**src/rtl/dp_word_step_pkg.sv**
```systemverilog
package dp_word_step_pkg;
  localparam int BYTE_W = 8;
  localparam int WORD_W = 2 * BYTE_W;

  typedef enum logic [2:0] {
    ST_IDLE  = 3'd0,
    ST_FETCH = 3'd1,
    ST_RDLO  = 3'd2,
    ST_WRLO  = 3'd3,
    ST_RDHI  = 3'd4,
    ST_WRHI  = 3'd5
  } step_t;

  // Low byte widened before stepping so carry/borrow survives into the upper half
  function automatic logic [WORD_W-1:0] low_step(input logic [BYTE_W-1:0] lo,
                                                 input logic dec);
    logic [WORD_W-1:0] widened;
    widened = {{BYTE_W{1'b0}}, lo};
    return dec ? widened - WORD_W'(1) : widened + WORD_W'(1);
  endfunction

  // Add the high byte in its word position; any pending carry/borrow merges here
  function automatic logic [WORD_W-1:0] merge_high(input logic [WORD_W-1:0] part,
                                                   input logic [BYTE_W-1:0] hi);
    return part + {hi, {BYTE_W{1'b0}}};
  endfunction
endpackage

```
**src/rtl/dp_word_step_seq.sv**
```systemverilog
module dp_word_step_seq
  import dp_word_step_pkg::*;
#(
  parameter logic [BYTE_W-1:0] OP_INC = 8'h3A,
  parameter logic [BYTE_W-1:0] OP_DEC = 8'h1A
) (
  input  logic              clk,
  input  logic              rst_n,
  input  logic              go,
  input  logic [BYTE_W-1:0] opcode,
  output step_t             st,
  output logic              dec,
  output logic              accept
);
  step_t st_nx;
  logic  op_known;

  assign op_known = (opcode == OP_INC) || (opcode == OP_DEC);
  assign accept   = go && (st == ST_IDLE) && op_known;

  always_comb begin
    st_nx = st;
    unique case (st)
      ST_IDLE:  if (accept) st_nx = ST_FETCH;
      ST_FETCH: st_nx = ST_RDLO;
      ST_RDLO:  st_nx = ST_WRLO;
      ST_WRLO:  st_nx = ST_RDHI;
      ST_RDHI:  st_nx = ST_WRHI;
      ST_WRHI:  st_nx = ST_IDLE;
      default:  st_nx = ST_IDLE;
    endcase
  end

  always_ff @(posedge clk or negedge rst_n) begin
    if (!rst_n) begin
      st  <= ST_IDLE;
      dec <= 1'b0;
    end else begin
      st <= st_nx;
      if (accept) dec <= (opcode == OP_DEC);
    end
  end

  // an accepted start always enters the fetch step next
  assert_accept_fetch_R2: assert property (@(posedge clk) disable iff (!rst_n)
    accept |=> (st == ST_FETCH));

  // once started the sequence advances every cycle, never stalls
  assert_no_stall_R3: assert property (@(posedge clk) disable iff (!rst_n)
    (st != ST_IDLE) |=> (st != $past(st)));

  // start requests during a sequence do not alter the direction
  assert_dir_held_R7: assert property (@(posedge clk) disable iff (!rst_n)
    (st != ST_IDLE) |=> $stable(dec));
endmodule

```
**src/rtl/dp_word_step_path.sv**
```systemverilog
module dp_word_step_path
  import dp_word_step_pkg::*;
(
  input  logic              clk,
  input  logic              rst_n,
  input  step_t             st,
  input  logic              dec,
  input  logic [BYTE_W-1:0] rdata,
  output logic [BYTE_W-1:0] off,
  output logic [WORD_W-1:0] part
);
  always_ff @(posedge clk or negedge rst_n) begin
    if (!rst_n) begin
      off  <= '0;
      part <= '0;
    end else begin
      unique case (st)
        ST_FETCH: off  <= rdata;
        ST_RDLO:  part <= low_step(rdata, dec);
        ST_WRLO:  off  <= off + BYTE_W'(1);  // wraps inside the page
        ST_RDHI:  part <= merge_high(part, rdata);
        default: ;
      endcase
    end
  end

  // offset advances by exactly one, modulo the page size, after the low write
  assert_page_wrap_R4: assert property (@(posedge clk) disable iff (!rst_n)
    (st == ST_WRLO) |=> (off == BYTE_W'($past(off) + 1'b1)));

  // the offset is not disturbed between the advance and the high write
  assert_off_hold_R3: assert property (@(posedge clk) disable iff (!rst_n)
    (st == ST_RDHI) |=> $stable(off));
endmodule

```
**src/rtl/dp_word_step_flags.sv**
```systemverilog
module dp_word_step_flags
  import dp_word_step_pkg::*;
(
  input  logic              clk,
  input  logic              rst_n,
  input  step_t             st,
  input  logic [WORD_W-1:0] part,
  output logic              flag_n,
  output logic              flag_z,
  output logic              done
);
  logic fin;
  assign fin = (st == ST_WRHI);

  always_ff @(posedge clk or negedge rst_n) begin
    if (!rst_n) begin
      flag_n <= 1'b0;
      flag_z <= 1'b0;
      done   <= 1'b0;
    end else begin
      done <= fin;
      if (fin) begin
        flag_n <= part[WORD_W-1];
        flag_z <= (part == '0);
      end
    end
  end

  // flags move only at the end of a sequence
  assert_flags_hold_R6: assert property (@(posedge clk) disable iff (!rst_n)
    !fin |=> ($stable(flag_n) && $stable(flag_z)));

  // a zero result can never look negative
  assert_flag_excl_R6: assert property (@(posedge clk) disable iff (!rst_n)
    flag_z |-> !flag_n);

  // completion is a single-cycle pulse
  assert_done_pulse_R7: assert property (@(posedge clk) disable iff (!rst_n)
    done |=> !done);
endmodule

```
**src/rtl/dp_word_step.sv**
```systemverilog
module dp_word_step
  import dp_word_step_pkg::*;
#(
  parameter logic [7:0] OP_INC = 8'h3A,
  parameter logic [7:0] OP_DEC = 8'h1A
) (
  input  logic        clk,
  input  logic        rst_n,
  input  logic        go,
  input  logic [7:0]  opcode,
  input  logic [15:0] pc,
  input  logic [7:0]  dp_page,
  output logic [15:0] bus_addr,
  output logic        bus_rd,
  output logic        bus_wr,
  output logic [7:0]  bus_wdata,
  input  logic [7:0]  bus_rdata,
  output logic        busy,
  output logic        done,
  output logic        flag_n,
  output logic        flag_z
);
  step_t             st;
  logic              dec;
  logic              accept;
  logic [BYTE_W-1:0] off;
  logic [WORD_W-1:0] part;

  dp_word_step_seq #(.OP_INC(OP_INC), .OP_DEC(OP_DEC)) u_seq (
    .clk(clk), .rst_n(rst_n), .go(go), .opcode(opcode),
    .st(st), .dec(dec), .accept(accept)
  );

  dp_word_step_path u_path (
    .clk(clk), .rst_n(rst_n), .st(st), .dec(dec), .rdata(bus_rdata),
    .off(off), .part(part)
  );

  dp_word_step_flags u_flags (
    .clk(clk), .rst_n(rst_n), .st(st), .part(part),
    .flag_n(flag_n), .flag_z(flag_z), .done(done)
  );

  assign busy = (st != ST_IDLE);

  always_comb begin
    bus_rd    = 1'b0;
    bus_wr    = 1'b0;
    bus_addr  = {dp_page, off};
    bus_wdata = '0;
    unique case (st)
      ST_FETCH: begin bus_rd = 1'b1; bus_addr = pc; end
      ST_RDLO:  bus_rd = 1'b1;
      ST_WRLO:  begin bus_wr = 1'b1; bus_wdata = part[BYTE_W-1:0]; end
      ST_RDHI:  bus_rd = 1'b1;
      ST_WRHI:  begin bus_wr = 1'b1; bus_wdata = part[WORD_W-1:BYTE_W]; end
      default: ;
    endcase
  end

  // idle unit leaves the bus alone
  assert_idle_quiet_R2: assert property (@(posedge clk) disable iff (!rst_n)
    !busy |-> (!bus_rd && !bus_wr));

  // never a read and a write together
  assert_one_strobe_R3: assert property (@(posedge clk) disable iff (!rst_n)
    $onehot0({bus_rd, bus_wr}));

  // a read always follows a low-byte write at the same page
  assert_read_after_write_R3: assert property (@(posedge clk) disable iff (!rst_n)
    (bus_wr && (st == ST_WRLO)) |=> (bus_rd && (bus_addr[15:8] == dp_page)));

  // completion arrives right after the high write
  assert_done_follows_R7: assert property (@(posedge clk) disable iff (!rst_n)
    (st == ST_WRHI) |=> (done && !busy));
endmodule

```
**config.mk**
```make
export PLATFORM = sky130hd
export DESIGN_NAME = dp_word_step
export DESIGN_NICKNAME = d
export VERILOG_FILES = /design/src/rtl/dp_word_step_pkg.sv /design/src/rtl/dp_word_step_seq.sv /design/src/rtl/dp_word_step_path.sv /design/src/rtl/dp_word_step_flags.sv /design/src/rtl/dp_word_step.sv
export SDC_FILE = /design/constraint.sdc
export NUM_CORES = 1
export LEC_CHECK = 0
export BUFFER_PORTS_ARGS = -buffer_cell sky130_fd_sc_hd__buf_4
export CAP_MARGIN = 30
export CORE_MARGIN = 4
export CORE_UTILIZATION = 46
export DETAILED_ROUTE_END_ITERATION = 10
export PLACE_DENSITY_LB_ADDON = 0.08
export SYNTH_ARGS = -nofsm -noshare
export SYNTH_HDL_FRONTEND = slang
export SYNTH_SLANG_ARGS = --single-unit
```
**constraint.sdc**
```tcl
create_clock -name clk -period 2.7 [get_ports clk]
set_input_delay 0 -clock clk [delete_from_list [all_inputs] [get_ports clk]]
set_output_delay 0 -clock clk [all_outputs]
set_load 0.02 [all_outputs]
```
==> out/qor.csv, run 1 <==
metric,value,unit
worst_ep_required_time,2880,ps
synth_edf_count,0,
cts_sinks,31,
multi_input_area,1400,um^2
layout_common_cells,"buf_4, nand2_1, dfrtp_1, o21ai_0, a21oi_1",
ys_ff_latch,31,
h-tree-depth,2,
power.leakage,0.00145,uW
p_sw,1480,uW
clkPwrFrac,15.2,%
ys.flop_type,dfrtp_1,
n_antenna_cell,0,
hold_start,bus_rdata[5],
crit_chain,ha_1 -> a21oi_1 -> a211oi_1 -> or3_1 -> nand4b_1 -> or3b_1,
finalSetupViolCount,0,
die_w,78.2,um
slowest_delay,420,ps
rrSetupSlack,640,ps
overflow,0,
synth.net_count,339,
power_density,1070,nW/um^2
max_freq,484,MHz
regArea,776,um^2
endpoint_kind,flop,
synth_top_area_share,34.3,%
die_h,78.2,um
grt_pass1_vias,2243,
drc,0,
grt_antenna_before_repair,0,
io_buffers,72,
netlist_instances,285,
nNetsFinal,412,
drt_first_pass_iters,4,
grt_max_degree,32,
routedWlPerCell,14.6,um
period_share,76.5,%
drtAntennaViolNets,0,
grt_pass1_wl,10.3,mm
p_seq_share,28.4,%
path_class,reg -> reg,
r2r_end,u_path.part[15],
internal_power,1750,uW
final_common_cell,buf_4,
wirelength,6.23,mm
coreArea,4750,um^2
ctsResizeCount,0,
max_slew.worst_pin.slew,635,ps
path_max_fanout,4,
syn-cell-area,2260,um^2
async_flop_share,100,%
cp_top_family,simple AND/OR/NAND/NOR gates,
worst-path-buf-inv,0,
grt.total_usage,21.0,%
design.portCount,73,
rr_worst_depth,6,
hold_slack,20.8,ps
drive_gt1_share,26.2,%
cts-root-buf,clkbuf_8,
fin_skew,10.7,ps
status,"complete, no violations",
maxSlewHeadroom,57.5,%
fp.dieArea,6110,um^2
drv_slew,0,
maxCapViolCount,0,
power,3220,uW
clkSlewWorstSetupHoldPaths,70,ps
yosysTopAreaCell,dfrtp_1,
syn2layout_area_growth,32.8,%
synth_area_per_cell,7.95,um^2
insertion_delay,290,ps
row_count,25,
fin_ws,635,ps
dp_hpwl,4.71,mm
hold_depth,3,
startpoint_type,flop,
initial_core_util,47.6,%
yosys_warnings,0,
worstPathArrival,2240,ps
min_period,2060,ps
clockBufferDepth,2,
hold_violations,0,
synthTopCellsByArea,"dfrtp_1, nand2_1, ha_1",
tns,0,ps
worst_ir_drop_vdd,0.000576,V
place.gp.congestion,0.859,
synth_seq_area_share,34.3,%
vias,2333,
cp_slowest_cell,dfrtp_1,
r2r-start,u_path.part[10],
pre_cts_ws,670,ps
placed_area,2860,um^2
worstHoldEndpoint,u_path.off[5],
avgViaCountPerCell,5.48,
rsz0062_at_grt,false,
p_sw_share,45.9,%
first_iter_violations,149,
combPwrFrac,56.4,%
hold_path.class,in -> reg,
fin_area,3010,um^2
cts_tree,yes,
nFillCells,439,
yosysUniqueCellTypes,46,
numCtsBuffers,5,
-- cell usage after synthesis (6+ instances only) --
library cell,n
dfrtp_1,31
o21ai_0,23
a21oi_1,16
a22oi_1,8
nor2_1,11
nand3_1,8
clkbuf_1,11
nand2_1,74
nor2b_1,15
ha_1,10
xnor2_1,6
inv_1,7
-- power groups by stage --
| stage | clock [uW] | sequential (uW) | combinational, uW |
|---|---|---|---|
| after floorplan | 0 | 831 | 1270 |
| after global placement | 0 | 911 | 1800 |
| after detailed placement | 0 | 919 | 1810 |
| after CTS | 494 | 909 | 1830 |
| after global routing | 518 | 950 | 2050 |
| final | 489 | 917 | 1820 |
-- worst max path at each step --
stage                                from         endpoint  slack (ps)  depth (start not counted)
after global placement    u_path.part[10]  u_path.part[15]         710                          6
after floorplan           u_path.part[10]  u_path.part[15]         770                          6
after CTS                 u_path.part[10]  u_path.part[15]         630                          6
after global routing      u_path.part[10]  u_path.part[15]         490                          6
final                     u_path.part[10]  u_path.part[15]         640                          6
after detailed placement  u_path.part[10]  u_path.part[15]         670                          6
-- registers in the layout, summed over array words and instances, names as in the netlist --
register and cells:
u_seq.dec 1, u_flags.flag_z 1, u_path.off 8, u_flags.done 1, u_seq.st 3, u_flags.flag_n 1
u_path.part 16
-- layer usage --
layer / track usage (%) / routed length, um / up-vias
li1: - / - / 1149
met1: 26.4 / 2790 / 1095
met2: 35.2 / 2930 / 83
met3: 5.73 / 445 / 6
met4: 6.47 / 53 / 0
met5: 0 / 0 / -
-- metrics by stage --
stage / instances / util, %
2_1_floorplan: 285 / -
3_3_place_gp: 415 / 60.1
3_5_place_dp: 415 / 60.1
4_1_cts: 426 / 63.2
5_1_grt: 426 / 63.2
6_report: 426 / 63.2
-- cells by family after synthesis --
family	synth area share, %
AND/OR/NAND/NOR	31.1
multiplexers	1.88
flip-flops	34.3
AO/OA/AOI/OAI	18.7
buffers and inverters	3.81
XOR/XNOR	3.87
adder cells (fa/ha/maj)	6.41
-- layout make-up --
cell class	count	share of cell area (%)
Clock buffer	6	2.75
Multi-Input combinational cell	234	46.7
Clock inverter	2	1.17
Inverter	7	0.874
Timing Repair Buffer	79	20.0
Sequential cell	31	25.8
Tap cell	67	2.79
-- timing repair --
action	CTS	global route
hold buffers	3	0
buffers inserted	0	0
hold endpoints to repair	33	0
-- tightest hold or removal path, delay by kind of cell --
family | cells | cell delay, ps
AOI/OAI and AO/OA | 2 | 140
buffers and inverters | 1 | 140
Note: power is estimated with default switching activity, not from simulation.
==> run 2: changes to the inputs <==
==> constraint.sdc (replaced) <==
create_clock -name clk -period 2.15 [get_ports clk]
set_input_delay 0 -clock clk [delete_from_list [all_inputs] [get_ports clk]]
set_output_delay 0 -clock clk [all_outputs]
set_load 0.02 [all_outputs]
==> out/qor.csv, run 2 (synthesized netlist as in run 1, its figures left out) <==
metric,value,unit
first_iter_violations,132,
period_share,94.5,%
overflow,0,
maxSlewHeadroom,58.5,%
power.leakage,0.00146,uW
n_antenna_cell,0,
finalSetupViolCount,0,
clockBufferDepth,2,
grt_antenna_before_repair,0,
dp_hpwl,4.72,mm
top_regs,"u_path.part x16, u_path.off x8, u_seq.st x3",
hold_violations,0,
r2r-start,u_path.part[10],
final_common_cell,buf_4,
hold_path.class,in -> reg,
cts-root-buf,clkbuf_8,
tns,0,ps
fin_ws,118,ps
min_period,2030,ps
cts_setup_buffers,0,
crit_start,u_path.part[10],
endpoint,u_path.part[15],
io_buffers,72,
r2r_end,u_path.part[15],
grt_pass1_vias,2192,
drt_first_pass_iters,5,
numCtsBuffers,5,
path_max_fanout,4,
clkSlewWorstSetupHoldPaths,60,ps
routedWlPerCell,14.3,um
pre_cts_ws,123,ps
max_slew.worst_pin.slew,620,ps
regArea,776,um^2
placed_area,2880,um^2
rrSetupSlack,120,ps
fin_area,3020,um^2
power_density,1330,nW/um^2
fin_skew,2.55,ps
cts_sinks,31,
grt_pass1_wl,10.3,mm
fp.dieArea,6110,um^2
h-tree-depth,2,
multi_input_area,1400,um^2
maxCapViolCount,0,
coreArea,4750,um^2
drc,0,
cts_tree,yes,
row_count,25,
drv_slew,0,
regMostFlops,u_path.part,
design.portCount,73,
status,"complete, no violations",
wirelength,6.14,mm
drtAntennaViolNets,0,
rr_worst_depth,6,
grt_max_degree,32,
die_h,78.2,um
nNetsFinal,415,
path_class,reg -> reg,
worstPathArrival,2180,ps
hold_depth,3,
nFillCells,434,
insertion_delay,270,ps
power,4020,uW
grt.total_usage,20.7,%
syn2layout_area_growth,33.1,%
die_w,78.2,um
startpoint_type,flop,
rsz0062_at_grt,false,
max_freq,492,MHz
worst_ir_drop_vdd,0.000933,V
initial_core_util,47.6,%
endpoint_kind,flop,
place.gp.congestion,0.897,
layout_common_cells,"buf_4, nand2_1, dfrtp_1, o21ai_0, a21oi_1",
worst_ep_required_time,2300,ps
largest_reg_flops,16,
hold_start,bus_rdata[5],
vias,2316,
drive_gt1_share,26.6,%
avgViaCountPerCell,5.41,
[run 2: critical path: stages, from the launching register on]
cell and delay, ps:
dfrtp_1 420, ha_1 340, a21oi_1 240, a211oi_1 120
or3_1 370, nand4b_1 100, or3b_1 340
[run 2: worst min path at each step]
stage | end | slack [ps]
finish | u_path.off[5] | 40
floorplan | u_flags.done | -300
CTS | u_path.off[5] | 30
global placement | u_flags.done | -40
global route | u_seq.st[0] | 50
detailed placement | u_flags.done | -30
[run 2: what timing repair did]
item	CTS	global route
gates resized for setup	0	1
endpoints found under the setup margin	0	2
hold buffers	3	0
hold endpoints to repair	33	0
[run 2: layout make-up]
| type | count | share of cell area [%] |
|---|---|---|
| Clock inverter | 1 | 0.996 |
| Inverter | 7 | 0.871 |
| Multi-Input combinational cell | 234 | 46.6 |
| Timing Repair Buffer | 82 | 20.7 |
| Tap cell | 67 | 2.78 |
| Clock buffer | 6 | 2.41 |
| Sequential cell | 31 | 25.7 |
[run 2: through the flow]
stage	utilization [%]	instances	hold slack (ps)
after global routing	63.4	428	53.2
final	63.4	428	36.4
after CTS	63.4	428	28.6
after detailed placement	60.6	418	-34.6
after global placement	60.6	418	-41.5
after floorplan	-	285	-296
[run 2: metal layers]
metal / up-vias / part of all wire (%) / wire (um) / GRT usage [%]
met3: 2 / 7.3 / 447 / 4.70
met4: 0 / 0.20 / 12 / 4.02
met1: 1069 / 46 / 2800 / 28.0
met5: - / 0 / 0 / 0
met2: 95 / 47 / 2880 / 34.2
li1: 1150 / - / - / -
[run 2: report_power, final]
part           switching [uW]  internal [uW]  total [uW]
registers                 293            838        1130
logic                    1340           1010        2350
clock network             205            339         544
